## config.mk

```make
export PLATFORM = sky130hd
export DESIGN_NAME = async_sram_ctl
export DESIGN_NICKNAME = d
export VERILOG_FILES = /design/src/rtl/sram_ctl_pkg.sv /design/src/rtl/sram_ctl_pwrup.sv /design/src/rtl/sram_ctl_phase.sv /design/src/rtl/async_sram_ctl.sv
export SDC_FILE = /design/constraint.sdc
export NUM_CORES = 1
export LEC_CHECK = 0
export BUFFER_PORTS_ARGS = -buffer_cell sky130_fd_sc_hd__buf_2
export CAP_MARGIN = 30
export CORE_MARGIN = 3
export CORE_UTILIZATION = 40
export CTS_BUF_LIST = sky130_fd_sc_hd__clkbuf_8
export CTS_CLUSTER_SIZE = 14
export DETAILED_ROUTE_END_ITERATION = 8
export GPL_ROUTABILITY_DRIVEN = 1
export GPL_TIMING_DRIVEN = 0
export PLACE_DENSITY = 0.65
export SLEW_MARGIN = 20
export SYNTH_ARGS = -nofsm -noshare
export SYNTH_HDL_FRONTEND = slang
export SYNTH_HIERARCHICAL = 1
export SYNTH_SLANG_ARGS = --single-unit
```

## constraint.sdc

```tcl
create_clock -name clk -period 2.1 [get_ports clk]
set_clock_uncertainty 0.1 [all_clocks]
set_input_delay 0.315 -clock clk [delete_from_list [all_inputs] [get_ports clk]]
set_output_delay 0.315 -clock clk [all_outputs]
set_load 0.02 [all_outputs]
```

## src/rtl/sram_ctl_pkg.sv

```systemverilog
package sram_ctl_pkg;

  typedef enum logic [2:0] {
    ST_PWRUP  = 3'd0,
    ST_IDLE   = 3'd1,
    ST_RD     = 3'd2,
    ST_WTURN  = 3'd3,
    ST_WPULSE = 3'd4
  } ctl_state_t;

  // Nanoseconds to whole clock cycles, rounded up.
  function automatic int ns_to_cyc(input int ns, input int clk_mhz);
    return (ns * clk_mhz + 999) / 1000;
  endfunction

  function automatic int imax(input int a, input int b);
    return (a > b) ? a : b;
  endfunction

endpackage

```

## src/rtl/sram_ctl_pwrup.sv

```systemverilog
module sram_ctl_pwrup #(
  parameter int LIMIT = 100000
) (
  input  logic clk,
  input  logic rst,
  output logic pwr_ok
);
  localparam int CNT_W = $clog2(LIMIT + 1);

  logic [CNT_W-1:0] cnt;

  always_ff @(posedge clk) begin
    if (rst) begin
      cnt    <= '0;
      pwr_ok <= 1'b0;
    end else if (!pwr_ok) begin
      if (cnt == CNT_W'(LIMIT - 1)) pwr_ok <= 1'b1;
      cnt <= cnt + 1'b1;
    end
  end
endmodule

```

## src/rtl/sram_ctl_phase.sv

```systemverilog
module sram_ctl_phase #(
  parameter int W = 2
) (
  input  logic         clk,
  input  logic         rst,
  input  logic         load,
  input  logic [W-1:0] load_val,
  output logic         last
);
  logic [W-1:0] cnt;

  always_ff @(posedge clk) begin
    if (rst)             cnt <= '0;
    else if (load)       cnt <= load_val;
    else if (cnt != '0)  cnt <= cnt - 1'b1;
  end

  assign last = (cnt == '0);
endmodule

```

## src/rtl/async_sram_ctl.sv

```systemverilog
module async_sram_ctl
  import sram_ctl_pkg::*;
#(
  parameter int ADDR_W      = 18,
  parameter int DATA_W      = 8,
  parameter int CLK_MHZ     = 100,
  parameter int PWRUP_NS    = 1000000,
  parameter int ADDR_ACC_NS = 17,
  parameter int OE_ACC_NS   = 8,
  parameter int WPULSE_NS   = 12,
  parameter int WSETUP_NS   = 8,
  parameter int RELEASE_NS  = 8,
  parameter int CYCLE_NS    = 17
) (
  input  logic              clk,
  input  logic              rst,
  input  logic              host_req,
  input  logic              host_wr,
  input  logic [ADDR_W-1:0] host_addr,
  input  logic [DATA_W-1:0] host_wdata,
  output logic [DATA_W-1:0] host_rdata,
  output logic              host_ready,
  output logic              host_done,
  output logic              mem_ce_n,
  output logic              mem_oe_n,
  output logic              mem_we_n,
  output logic [ADDR_W-1:0] mem_addr,
  output logic [DATA_W-1:0] mem_dq_out,
  output logic              mem_dq_oe,
  input  logic [DATA_W-1:0] mem_dq_in
);
  localparam int PWR_CYC  = imax(1, ns_to_cyc(PWRUP_NS, CLK_MHZ));
  localparam int RD_CYC   = imax(1, imax(imax(ns_to_cyc(ADDR_ACC_NS, CLK_MHZ),
                                              ns_to_cyc(OE_ACC_NS, CLK_MHZ)),
                                         ns_to_cyc(CYCLE_NS, CLK_MHZ)));
  localparam int TURN_CYC = imax(1, ns_to_cyc(RELEASE_NS, CLK_MHZ));
  localparam int WP_CYC   = imax(1, imax(imax(ns_to_cyc(WPULSE_NS, CLK_MHZ),
                                              ns_to_cyc(WSETUP_NS, CLK_MHZ)),
                                         ns_to_cyc(CYCLE_NS, CLK_MHZ) - TURN_CYC));
  localparam int PH_MAX   = imax(RD_CYC, imax(TURN_CYC, WP_CYC));
  localparam int PH_W     = imax(1, $clog2(PH_MAX + 1));

  ctl_state_t        state, state_nxt;
  logic              pwr_ok;
  logic              ph_last;
  logic              ph_load;
  logic [PH_W-1:0]   ph_len;
  logic [ADDR_W-1:0] addr_q;
  logic [DATA_W-1:0] wdata_q;
  logic [DATA_W-1:0] rdata_q;
  logic              done_q;

  // Named events for the checks below.
  logic acc_start, rd_finish, wr_finish;
  assign acc_start = (state == ST_IDLE) && host_req;
  assign rd_finish = (state == ST_RD) && ph_last;
  assign wr_finish = (state == ST_WPULSE) && ph_last;

  sram_ctl_pwrup #(.LIMIT(PWR_CYC)) i_pwrup (
    .clk    (clk),
    .rst    (rst),
    .pwr_ok (pwr_ok)
  );

  sram_ctl_phase #(.W(PH_W)) i_phase (
    .clk      (clk),
    .rst      (rst),
    .load     (ph_load),
    .load_val (ph_len),
    .last     (ph_last)
  );

  always_comb begin
    state_nxt = state;
    case (state)
      ST_PWRUP:  if (pwr_ok)    state_nxt = ST_IDLE;
      ST_IDLE:   if (acc_start) state_nxt = host_wr ? ST_WTURN : ST_RD;
      ST_RD:     if (ph_last)   state_nxt = ST_IDLE;
      ST_WTURN:  if (ph_last)   state_nxt = ST_WPULSE;
      ST_WPULSE: if (ph_last)   state_nxt = ST_IDLE;
      default:                  state_nxt = ST_PWRUP;
    endcase
  end

  always_comb begin
    case (state_nxt)
      ST_RD:     ph_len = PH_W'(RD_CYC - 1);
      ST_WTURN:  ph_len = PH_W'(TURN_CYC - 1);
      ST_WPULSE: ph_len = PH_W'(WP_CYC - 1);
      default:   ph_len = '0;
    endcase
  end
  assign ph_load = (state_nxt != state);

  always_ff @(posedge clk) begin
    if (rst) begin
      state   <= ST_PWRUP;
      addr_q  <= '0;
      wdata_q <= '0;
      rdata_q <= '0;
      done_q  <= 1'b0;
    end else begin
      state  <= state_nxt;
      done_q <= rd_finish || wr_finish;
      if (acc_start) begin
        addr_q  <= host_addr;
        wdata_q <= host_wdata;
      end
      if (rd_finish) rdata_q <= mem_dq_in;
    end
  end

  assign host_ready = (state == ST_IDLE);
  assign host_done  = done_q;
  assign host_rdata = rdata_q;
  assign mem_ce_n   = !((state == ST_RD) || (state == ST_WTURN) || (state == ST_WPULSE));
  assign mem_oe_n   = (state != ST_RD);
  assign mem_we_n   = !((state == ST_WTURN) || (state == ST_WPULSE));
  assign mem_dq_oe  = (state == ST_WPULSE);
  assign mem_addr   = addr_q;
  assign mem_dq_out = wdata_q;

  assert_no_access_before_pwr_R2: assert property (@(posedge clk) disable iff (rst)
    !pwr_ok |-> mem_ce_n);

  assert_drive_not_with_oe_R6: assert property (@(posedge clk) disable iff (rst)
    mem_dq_oe |-> mem_oe_n);

  assert_turn_before_drive_R6: assert property (@(posedge clk) disable iff (rst)
    $rose(mem_dq_oe) |-> $past(!mem_we_n));

  assert_done_single_R7: assert property (@(posedge clk) disable iff (rst)
    host_done |=> !host_done);

  assert_addr_stable_R8: assert property (@(posedge clk) disable iff (rst)
    (!mem_ce_n && $past(!mem_ce_n)) |-> $stable(mem_addr));

  assert_we_inside_ce_R10: assert property (@(posedge clk) disable iff (rst)
    !mem_we_n |-> !mem_ce_n);

  assert_busy_ignores_req_R3: assert property (@(posedge clk) disable iff (rst)
    (!host_ready && host_req && mem_ce_n && !pwr_ok) |=> mem_ce_n);

endmodule

```

==> qor.csv <==
stage;metric;value;unit
outcome;outcome;complete, no violations;
die;pin_count;78;
logic_synthesis;synth_edf_count;0;
clock_network;path_clk_slew;0.06;ns
detailed_routing;vias_per_cell;4.74;
timing;worst_pin_slew;0.501;ns
worst_setup_path;crit_type;register to output pin;
finish;finalNetCount;417;
hold_path;hp-start;host_addr[17];
hold_path;hold_path.class;input port to register;
worst_setup_path;cpLargestDelayFamily;simple AND/OR/NAND/NOR gates;
worst_setup_path;r2r-start;i_pwrup/cnt[5]$_SDFFE_PP0N_;
power_and_ir_drop;irDropWorstVdd;0.000486;V
logic_synthesis;ys_top_cells_by_count;dfxtp_1 (58), nand2_1 (58), a21oi_1 (33), nor2_1 (30), xnor2_1 (12);
worst_setup_path;crit_arrival;1.53;ns
placed_design;dp_hpwl;3900;um
clock_network;ctsLongestPathBuffers;2;
die;design.core.area;5710;um2
clock_network;cts_max_level;3;
logic_synthesis;yosys.area.top_type;dfxtp_1;
clock_network;post_cts_resize_count;0;
grt;grt_pass1_wl;9130;um
detailed_routing;vias;2153;
finish;fillers;557;
timing;tns;0;ns
worst_setup_path;required;1.68;ns
timing;fmaxAchievable;515;MHz
logic_synthesis;ys.flop_type;dfxtp_1;
logic_synthesis;synth_cell_type_count;41;
placed_design;gp_congestion;0.743;
logic_synthesis;synth_warnings;6;
worst_setup_path;crit_chain;buf_4, inv_2, or3_1, and2_1, buf_2;
finish;finish.utilization;55.1;%
flow_run;drv_cap;0;
logic_synthesis;yosysTopAreaCellShare;47.4;%
timing;slew_violations;0;
worst_setup_path;slowest_stage;dfxtp_1;
worst_setup_path;reg2reg_slack;0.24;ns
timing;hold_viol;0;
timing;max-slew-margin-rel;66.6;%
power_and_ir_drop;powerDensity;779;nW/um2
grt;first_global_vias;2003;
worst_setup_path;crit_path_start;state[1]$_SDFF_PP0_;
worst_setup_path;worstSetupStartpointType;register;
clock_network;cts_tree;built;
logic_synthesis;avgSynthCellArea;8.48;um2
placed_design;io_buffers;77;
finish;drive_gt1_share;28.3;%
grt;overflow;0;
die;dieWidth;84.3;um
logic_synthesis;synth-seq-area-share;47.4;%
grt;antenna_found_initial;0;
power_and_ir_drop;p_leak;1.28;nW
detailed_routing;wl;5300;um
timing;period_minus_slack;1.94;ns
finish;syn2layout_area_growth;28.3;%
logic_synthesis;synth-seq-cells;58;
logic_synthesis;synthArstFlopShare;0;%
clock_network;cts_sinks;58;
timing;setup_viol;0;
clock_network;cts_hold_buf;0;
detailed_routing;wl_per_cell;11.7;um
detailed_routing;drc;0;
die;die_y;84.3;um
timing;post-route-period-util;92.5;%
die;rows;27;
clock_network;clock_latency;0.33;ns
clock_network;cts-root-buf;clkbuf_8;
die;die_area;7100;um2
die;initial_utilization;42.9;%
grt;track_usage;15.8;%
logic_synthesis;syn_nets;329;
logic_synthesis;synthTopCellsByArea;dfxtp_1 (47%), nand2_1 (8.9%), a21oi_1 (6.7%), nor2_1 (4.6%), xnor2_1 (4.3%);
finish;antenna_cells;0;
logic_synthesis;netlist_area;2450;um2
clock_network;postCtsSetupBuffers;0;
detailed_routing;drt_iter0_markers;60;
timing;rsz0062_at_grt;false;
grt;grt_max_degree;12;
logic_synthesis;synthCells;289;
clock_network;cts_inserted_buffers;9;
worst_setup_path;path_buf_inv;3;
worst_setup_path;slowest_delay;0.35;ns
detailed_routing;antenna_left;0;
worst_setup_path;critical_path.max_fanout;10;
worst_setup_path;cp-end-kind;output pin;
detailed_routing;drt_first_pass_iters;4;
kinds of logic after synthesis:
kind of cell               share of synthesized area [%]
AOI/OAI and AO/OA                                   10.9
xor gates and xnor gates                            5.00
adders and majority gates                           1.02
buffers and inverters                               5.00
DFF                                                 47.4
muxes                                               4.13
other                                              0.153
and+or+nand+nor                                     26.4
state kept, by name, indices dropped and copies added (netlist names):
signal / cells
state: 3
host_done: 1
i_pwrup/cnt: 17
host_rdata: 8
mem_dq_out: 8
i_phase/cnt: 2
mem_addr: 18
i_pwrup/pwr_ok: 1
placed cells by master, fill, tap and decap left out, types with 6 or more instances in the layout:
cell type	count
a21oi_1	33
buf_2	79
clkbuf_1	6
clkbuf_8	10
dfxtp_1	58
inv_1	8
mux2i_1	9
nand2_1	58
nor2_1	30
nor3_1	7
xnor2_1	12
area by class of cell:
class	instances	area [um2]	share of cell area, %
Clock buffer	10	138	4.38
Buffer	15	92.6	2.94
Multi-Input combinational cell	208	1170	37.1
Clock inverter	6	81.3	2.59
Inverter	8	30.0	0.955
Sequential cell	58	1160	36.9
Tap cell	72	90.1	2.86
Timing Repair Buffer	77	385	12.3
where the power goes:
group | internal, mW | leakage, nW | switching (mW) | total (mW)
sequential | 1.12 | 0.468 | 0.0152 | 1.14
clock | 0.691 | 0.113 | 0.418 | 1.11
combinational | 0.0967 | 0.700 | 0.105 | 0.202
worst reg2reg max path: stages, from the launching register on:
cell and delay, ns:
dfxtp_1 0.39, nand3_1 0.25, or4_4 0.57, or3_1 0.35
a21oi_1 0.13
per-layer routing:
metal	vias to the layer above	GRT usage [%]	wire [um]
met2	60	24.7	2330
li1	1139	-	-
met3	7	6.08	399
met1	947	19.9	2490
met4	0	5.70	84
met5	-	0	0
path summary, 6_finish.rpt:
check / end / depth (start not counted)
worst min register to register: mem_dq_out[0]$_SDFFE_PP0P_ / 2
worst max register to register: i_pwrup/cnt[15]$_SDFFE_PP0N_ / 4
worst max-delay path: mem_ce_n / 5
worst min-delay path: mem_addr[17]$_SDFFE_PP0P_ / 3
through the flow:
step	hold slack [ns]	cell area (um2)	cells	setup WS (ns)	total power, mW
floorplan	0.317	2450	289	0.326	1.30
finish	0.116	3150	454	0.157	2.45
detailed placement	0.343	2930	438	0.243	1.37
global placement	0.339	2930	438	0.265	1.36
CTS	0.106	3150	454	0.129	2.49
global route	0.108	3150	454	0.0246	2.57
No activity file was read; power rests on OpenSTA's default activity.
